==> config.mk <==
export PLATFORM = sky130hd
export DESIGN_NAME = pm1_regblock
export DESIGN_NICKNAME = d
export VERILOG_FILES = /design/src/rtl/pm1_pkg.sv /design/src/rtl/pm1_timer.sv /design/src/rtl/pm1_decode.sv /design/src/rtl/pm1_regblock.sv
export SDC_FILE = /design/constraint.sdc
export NUM_CORES = 1
export LEC_CHECK = 0
export ABC_AREA = 1
export BUFFER_PORTS_ARGS = -buffer_cell sky130_fd_sc_hd__buf_2
export CAP_MARGIN = 15
export CORE_MARGIN = 1
export CORE_UTILIZATION = 58
export CTS_CLUSTER_SIZE = 14
export DETAILED_ROUTE_END_ITERATION = 8
export GPL_TIMING_DRIVEN = 0
export HOLD_SLACK_MARGIN = 0.15
export PLACE_DENSITY = 0.81
export SETUP_SLACK_MARGIN = 0.15
export SLEW_MARGIN = 40
export SYNTH_ARGS = -nofsm -noshare
export SYNTH_HDL_FRONTEND = slang
export SYNTH_SLANG_ARGS = --single-unit
==> constraint.sdc <==
create_clock -name clk -period 2.5 [get_ports clk]
set_clock_uncertainty 0.05 [all_clocks]
set_input_delay 0.5 -clock clk [delete_from_list [all_inputs] [get_ports clk]]
set_output_delay 0.5 -clock clk [all_outputs]
set_load 0.02 [all_outputs]
==> src/rtl/pm1_pkg.sv <==
package pm1_pkg;
    typedef enum logic [1:0] {
        ACC_BYTE  = 2'd0,
        ACC_WORD  = 2'd1,
        ACC_DWORD = 2'd2
    } acc_size_e;

    localparam int NREG    = 3;
    localparam int REG_STS = 0;
    localparam int REG_EN  = 1;
    localparam int REG_CTL = 2;

    localparam logic [3:0] OFS_TMR = 4'd8;

    localparam int BIT_TOVF   = 0;
    localparam int BIT_TOVFEN = 0;
    localparam int BIT_SLPEN  = 13;
    localparam int SLPTYP_LO  = 10;
    localparam logic [2:0] SLPTYP_OFF = 3'b111;

    typedef enum logic { BUS_IDLE, BUS_REPLY } bus_state_e;
    typedef enum logic { IRQ_IDLE, IRQ_LIVE  } irq_state_e;
endpackage

==> src/rtl/pm1_timer.sv <==
module pm1_timer #(
    parameter int W = 24
) (
    input  logic         clk,
    input  logic         rst_n,
    input  logic         tick,
    input  logic         load,
    input  logic [W-1:0] load_val,
    input  logic         clr,
    output logic [W-1:0] count,
    output logic         wrap
);
    localparam logic [W-1:0] TOP = '1;

    logic [W-1:0] count_q;
    logic [W-1:0] base;

    always_comb begin
        base = load ? load_val : count_q;
        wrap = tick && !clr && (base == TOP);
    end

    always_ff @(posedge clk) begin
        if (!rst_n)      count_q <= '0;
        else if (clr)    count_q <= '0;
        else if (tick)   count_q <= base + 1'b1;
        else             count_q <= base;
    end

    assign count = count_q;

    // a wrap event leaves the counter at zero
    p_wrap_zero_r7: assert property (@(posedge clk) disable iff (!rst_n)
        wrap |=> (count == '0));

    // a forced clear leaves the counter at zero
    p_clear_zero_r11: assert property (@(posedge clk) disable iff (!rst_n)
        clr |=> (count == '0));
endmodule

==> src/rtl/pm1_decode.sv <==
module pm1_decode
    import pm1_pkg::*;
#(
    parameter int AW = 4,
    parameter int DW = 32,
    parameter int RW = 16,
    parameter int TW = 24
) (
    input  logic          req_valid,
    input  logic          req_write,
    input  logic [AW-1:0] req_addr,
    input  logic [1:0]    req_size,
    input  logic [DW-1:0] req_wdata,
    input  logic [RW-1:0] reg_val [NREG],
    input  logic [TW-1:0] tmr_val,
    output logic [1:0]    wr_lane [NREG],
    output logic [RW-1:0] wr_data [NREG],
    output logic          tmr_load,
    output logic [DW-1:0] rd_word
);
    localparam int BW = RW / 2;

    logic wr_en;
    acc_size_e sz;

    assign wr_en = req_valid && req_write;
    assign sz    = acc_size_e'(req_size);

    for (genvar r = 0; r < NREG; r++) begin : g_lane
        localparam logic [AW-1:0] BASE = AW'(2 * r);
        localparam int LOW = (r < 2) ? r * RW : 0;
        always_comb begin
            wr_lane[r] = 2'b00;
            wr_data[r] = '0;
            if (wr_en) begin
                case (sz)
                    ACC_BYTE: begin
                        if (req_addr == BASE) begin
                            wr_lane[r] = 2'b01;
                            wr_data[r] = {{(RW-BW){1'b0}}, req_wdata[BW-1:0]};
                        end else if (req_addr == BASE + 1'b1) begin
                            wr_lane[r] = 2'b10;
                            wr_data[r] = {req_wdata[BW-1:0], {BW{1'b0}}};
                        end
                    end
                    ACC_WORD: begin
                        if (req_addr == BASE) begin
                            wr_lane[r] = 2'b11;
                            wr_data[r] = req_wdata[RW-1:0];
                        end
                    end
                    ACC_DWORD: begin
                        if (r < 2 && req_addr == '0) begin
                            wr_lane[r] = 2'b11;
                            wr_data[r] = req_wdata[LOW +: RW];
                        end
                    end
                    default: ;
                endcase
            end
        end
    end

    assign tmr_load = wr_en && (sz == ACC_DWORD) && (req_addr == AW'(OFS_TMR));

    always_comb begin
        rd_word = '0;
        case (sz)
            ACC_BYTE: begin
                for (int r = 0; r < NREG; r++) begin
                    if (req_addr == AW'(2 * r))     rd_word = DW'(reg_val[r][BW-1:0]);
                    if (req_addr == AW'(2 * r + 1)) rd_word = DW'(reg_val[r][RW-1:BW]);
                end
            end
            ACC_WORD: begin
                for (int r = 0; r < NREG; r++) begin
                    if (req_addr == AW'(2 * r)) rd_word = DW'(reg_val[r]);
                end
            end
            ACC_DWORD: begin
                if (req_addr == '0)                rd_word = {reg_val[REG_EN], reg_val[REG_STS]};
                else if (req_addr == AW'(OFS_TMR)) rd_word = DW'(tmr_val);
            end
            default: ;
        endcase
    end
endmodule

==> src/rtl/pm1_regblock.sv <==
module pm1_regblock
    import pm1_pkg::*;
#(
    parameter int          AW      = 4,
    parameter int          TMR_W   = 24,
    parameter logic [15:0] CTL_RST = 16'h0001
) (
    input  logic        clk,
    input  logic        rst_n,
    input  logic        tick,
    input  logic        req_valid,
    input  logic        req_write,
    input  logic [AW-1:0] req_addr,
    input  logic [1:0]  req_size,
    input  logic [31:0] req_wdata,
    output logic        rd_valid,
    output logic [31:0] rd_data,
    output logic        sci_irq,
    output logic        shutdown_req
);
    localparam int DW = 32;
    localparam int RW = 16;
    localparam int BW = RW / 2;

    logic          sts_ovf;
    logic [RW-1:0] en_q, ctl_q;
    logic [RW-1:0] reg_val [NREG];
    logic [1:0]    wr_lane [NREG];
    logic [RW-1:0] wr_data [NREG];
    logic          tmr_load, tmr_wrap, tmr_clr;
    logic [TMR_W-1:0] tmr_val;
    logic [DW-1:0] rd_word;
    logic          ovf_clr, shut_hit, hi_only, rd_req;
    logic [RW-1:0] en_nxt, ctl_nxt;

    bus_state_e bus_st, bus_nxt;
    irq_state_e irq_st, irq_nxt;

    assign reg_val[REG_STS] = {{(RW-1){1'b0}}, sts_ovf};
    assign reg_val[REG_EN]  = en_q;
    assign reg_val[REG_CTL] = ctl_q;

    pm1_decode #(.AW(AW), .DW(DW), .RW(RW), .TW(TMR_W)) u_decode (
        .req_valid (req_valid),
        .req_write (req_write),
        .req_addr  (req_addr),
        .req_size  (req_size),
        .req_wdata (req_wdata),
        .reg_val   (reg_val),
        .tmr_val   (tmr_val),
        .wr_lane   (wr_lane),
        .wr_data   (wr_data),
        .tmr_load  (tmr_load),
        .rd_word   (rd_word)
    );

    pm1_timer #(.W(TMR_W)) u_timer (
        .clk      (clk),
        .rst_n    (rst_n),
        .tick     (tick),
        .load     (tmr_load),
        .load_val (req_wdata[TMR_W-1:0]),
        .clr      (tmr_clr),
        .count    (tmr_val),
        .wrap     (tmr_wrap)
    );

    // Write side decode of the control and status lanes
    always_comb begin
        ovf_clr  = wr_lane[REG_STS][0] && wr_data[REG_STS][BIT_TOVF];
        shut_hit = wr_lane[REG_CTL][1] && wr_data[REG_CTL][BIT_SLPEN]
                   && (wr_data[REG_CTL][SLPTYP_LO +: 3] == SLPTYP_OFF);
        hi_only  = (wr_lane[REG_CTL] == 2'b10);
        tmr_clr  = shut_hit && hi_only;
        rd_req   = req_valid && !req_write;

        ctl_nxt = ctl_q;
        if (wr_lane[REG_CTL][0]) ctl_nxt[BW-1:0]  = wr_data[REG_CTL][BW-1:0];
        if (wr_lane[REG_CTL][1]) ctl_nxt[RW-1:BW] = wr_data[REG_CTL][RW-1:BW];

        en_nxt = en_q;
        if (wr_lane[REG_EN][0]) en_nxt[BW-1:0]  = wr_data[REG_EN][BW-1:0];
        if (wr_lane[REG_EN][1]) en_nxt[RW-1:BW] = wr_data[REG_EN][RW-1:BW];
        if (tmr_wrap && en_q[BIT_TOVFEN]) en_nxt = '0;
    end

    always_ff @(posedge clk) begin
        if (!rst_n) begin
            sts_ovf      <= 1'b0;
            en_q         <= '0;
            ctl_q        <= CTL_RST;
            shutdown_req <= 1'b0;
        end else begin
            if (tmr_wrap)     sts_ovf <= 1'b1;
            else if (ovf_clr) sts_ovf <= 1'b0;
            en_q         <= en_nxt;
            ctl_q        <= ctl_nxt;
            shutdown_req <= shut_hit;
        end
    end

    // Next-state logic of both machines
    always_comb begin
        bus_nxt = bus_st;
        unique case (bus_st)
            BUS_IDLE:  if (rd_req)  bus_nxt = BUS_REPLY;
            BUS_REPLY: if (!rd_req) bus_nxt = BUS_IDLE;
        endcase

        irq_nxt = irq_st;
        unique case (irq_st)
            IRQ_IDLE: if (tmr_wrap && en_q[BIT_TOVFEN]) irq_nxt = IRQ_LIVE;
            IRQ_LIVE: if (ovf_clr && !tmr_wrap)         irq_nxt = IRQ_IDLE;
        endcase
    end

    // State registers
    always_ff @(posedge clk) begin
        if (!rst_n) begin
            bus_st  <= BUS_IDLE;
            irq_st  <= IRQ_IDLE;
            rd_data <= '0;
        end else begin
            bus_st <= bus_nxt;
            irq_st <= irq_nxt;
            if (rd_req) rd_data <= rd_word;
        end
    end

    // Outputs derived from the states
    always_comb begin
        rd_valid = (bus_st == BUS_REPLY);
        sci_irq  = (irq_st == IRQ_LIVE);
    end

    // the interrupt only stands while the overflow flag is set
    p_irq_needs_status_r8: assert property (@(posedge clk) disable iff (!rst_n)
        sci_irq |-> sts_ovf);

    // the enable register is empty once the interrupt fires
    p_en_self_clear_r8: assert property (@(posedge clk) disable iff (!rst_n)
        $rose(sci_irq) |-> (en_q == '0));

    // an overflow always leaves the flag set
    p_ovf_sets_r7: assert property (@(posedge clk) disable iff (!rst_n)
        tmr_wrap |=> sts_ovf);

    // a high-byte-only shutdown leaves the timer at zero
    p_shut_zero_r11: assert property (@(posedge clk) disable iff (!rst_n)
        (shutdown_req && $past(hi_only)) |-> (tmr_val == '0));

    // read data is valid only after a read request
    p_rd_follow_r2: assert property (@(posedge clk) disable iff (!rst_n)
        rd_valid |-> $past(req_valid && !req_write));
endmodule

==> flow_metrics.env <==
export IMPL_grt_pass1_vias=5638
export IMPL_crit_fanout=10
export IMPL_hp_start="tick"
export IMPL_drive_gt1_share_pct=18.15
export IMPL_antenna_found_initial=0
export IMPL_met3_usage_pct=5.491
export IMPL_core_region_area_um2=8721
export IMPL_ys_seq_elements=92
export IMPL_leakage_nw=2.412
export IMPL_worst_pin_slew_ns=0.7266
export IMPL_whs_ns=0.3989
export IMPL_synthesis_nets=843
export IMPL_routed_wl_um=18630
export IMPL_hpwl_um=14460
export IMPL_grt_max_degree=16
export IMPL_fill_cells=809
export IMPL_clk_latency_ns=0.37
export IMPL_crit_arrival_ns=2.56
export IMPL_wl_per_cell_um=18.51
export IMPL_syn_inst=799
export IMPL_period_minus_slack_ns=2.348
export IMPL_die_w_um=96.97
export IMPL_slew_headroom_pct=51.23
export IMPL_ir_worst_vdd_uv=259.2
export IMPL_synth_top_cells_by_count="207 x nand2_1, 92 x dfxtp_1, 85 x inv_1"
export IMPL_cts_buffers=9
export IMPL_synthArstFlopShare_pct=0
export IMPL_worstHoldPathType="input pin to register"
export IMPL_powerDensity_nw_per_um2=467.7
export IMPL_cts_sinks=92
export IMPL_fmax_ghz=0.4258
export IMPL_grt_use_met1_pct=50.48
export IMPL_total_power_mw=2.839
export IMPL_rsz0062_at_grt="true"
export IMPL_io_pins=78
export IMPL_root_buffer="clkbuf_8"
export IMPL_hold_path_cell_count=3
export IMPL_r2r_cells=11
export IMPL_clkTransAtPathRegs_ns=0.10
export IMPL_worst_hold_path_endpoint="u_timer.count[1]"
export IMPL_seq_area_um2=1842
export IMPL_ys_warn_count=0
export IMPL_grt_busiest_layer="met2"
export IMPL_grt_overflow=0
export IMPL_finalHoldViolCount=0
export IMPL_area_growth_pct=16.05
export IMPL_ant_nets=0
export IMPL_crit_type="input pin to register"
export IMPL_fin_setup_tns_ns=0
export IMPL_viasPerCell=5.903
export IMPL_clock_path_buffers=2
export IMPL_finalCritPeriodShare_pct=93.93
export IMPL_critPathCaptureType="register"
export IMPL_drtIter0Drc=562
export IMPL_synth_area_top_cells="dfxtp_1 35%, nand2_1 15%, o21ai_0 6.3%"
export IMPL_grt_pass1_wl_um=29210
export IMPL_yosysSeqAreaShare_pct=35.21
export IMPL_syn_cell_area_um2=5231
export IMPL_die_h_um=96.97
export IMPL_dieArea_um2=9403
export IMPL_setup_violations=0
export IMPL_multi_input_area_um2=2888
export IMPL_status="completed"
export IMPL_track_usage_pct=40.04
export IMPL_antenna_cells=0
export IMPL_synth_edf_count=0
export IMPL_drc=0
export IMPL_use_met2_pct=66.96
export IMPL_yosysMostFrequentCell="nand2_1"
export IMPL_critical_path_required_ns=2.72
export IMPL_synth_flop_cell="dfxtp_1"
export IMPL_finish_utilization_pct=69.61
export IMPL_start_util_pct=59.99
export IMPL_vias=5938
export IMPL_yosysTopAreaCell="dfxtp_1"
export IMPL_startpoint_type="input pin"
export IMPL_synth_top_cell_area_share_pct=35.21
export IMPL_io_buffer_count=77
export IMPL_slew_viol_final=0
export IMPL_cts_tree="yes"
export IMPL_htreeDepth=3
export IMPL_timing_rr_end="en_q[7]"
export IMPL_final_nets=937
export IMPL_rrSetupSlack_ns=0.65
export IMPL_worst_slack_ns=0.1518
export IMPL_row_count=34
export IMPL_syn_area_per_cell_um2=6.547
export IMPL_r2r_start="u_timer.count[1]"
export IMPL_maxCapViolations=0
export IMPL_ys_types=44
export IMPL_globalplace_congestion=1.013
export IMPL_first_pass_iters=5
export IMPL_place_ws_ns=-0.3940
[worst max-delay path: stages]
cell	delay [ns]
buf_2	0.15
nor2_1	0.26
clkbuf_1	0.40
nand3_1	0.13
nand2_1	0.11
nand3_1	0.19
nor3_4	0.22
inv_2	0.07
nand2_4	0.15
inv_2	0.10
buf_6	0.15
o21ai_1	0.08
nor2_1	0.05
[power breakdown]
| part | internal [mW] | switching (mW) | total (mW) |
|---|---|---|---|
| Clock | 0.519 | 0.557 | 1.08 |
| Sequential | 1.47 | 0.00564 | 1.48 |
| Combinational | 0.0796 | 0.206 | 0.285 |
[state kept, by name (all words and copies together), names as in the netlist]
register and cells:
rd_valid 1, ctl_q 16, sci_irq 1, sts_ovf 1, rd_data 32, u_timer.count 24, en_q 16, shutdown_req 1
[worst max-delay path by stage]
| stage | from | endpoint | slack, ns |
|---|---|---|---|
| floorplan | req_valid | en_q[0] | 0.19 |
| global placement | req_valid | en_q[4] | -0.33 |
| detailed placement | req_valid | en_q[1] | -0.39 |
| CTS | req_size[0] | en_q[1] | 0.16 |
| global route | req_size[0] | u_timer.count[22] | 0.04 |
| finish | req_size[1] | u_timer.count[22] | 0.15 |
[area by class of cell]
class	count	area share (%)
multi-input cells	577	47.57
clock buffers	11	2.494
inverters	97	5.998
well taps	108	2.226
plain buffers	33	3.298
flip-flops and latches	92	30.34
clock inverters	5	0.9893
repair buffers	83	7.090
[stage by stage]
step / instance area, um2 / instances
floorplan: 5231 / 799
global placement: 5752 / 984
detailed placement: 5752 / 984
CTS: 5978 / 1000
global route: 6071 / 1006
finish: 6071 / 1006
[kinds of logic (layout without fill, tap and decap cells)]
group                      count (synthesis)  in the layout  share of synthesized area [%]
and+or+nand+nor                          386            386                          32.74
AOI/OAI and AO/OA                        189            189                          20.88
buffers and inverters                    130            229                          10.76
DFF                                       92             92                          35.21
adders and majority gates                  1              1                         0.2391
xor gates and xnor gates                   1              1                         0.1675
[cells in the final DEF (no fill, tap or decap), types with 3 or more instances in the layout]
cell,count
o21ai_0,66
clkinv_1,5
inv_1,85
buf_2,79
o21ai_1,9
nand3_1,57
clkbuf_1,20
a211oi_1,7
o211ai_1,7
buf_4,7
a32oi_1,9
nand3b_1,4
nor2_4,5
a21oi_1,63
a31oi_1,3
nor2_2,20
inv_2,7
nand2_2,4
nand3_2,4
dfxtp_1,92
nand2_1,205
nor3_1,9
nand4_1,3
clkbuf_8,11
nand2_4,4
a22oi_1,9
nor2_1,66
buf_6,7
[metal layers]
metal / wire length, um / part of all wire [%] / vias up
met5: 0 / 0 / -
met4: 816 / 4.4 / 0
met3: 1733 / 9.3 / 70
met2: 8713 / 47 / 346
met1: 7362 / 40 / 2714
li1: - / - / 2808
[timing repair]
| action | 4_1_cts | 5_1_grt |
|---|---|---|
| resized for setup | 4 | 11 |
| setup buffers | 0 | 6 |
| hold buffers | 0 | 0 |
| hold endpoints to repair | 0 | 0 |
| endpoints found under the setup margin | 23 | 38 |
Note: power is estimated with default switching activity, not from simulation.
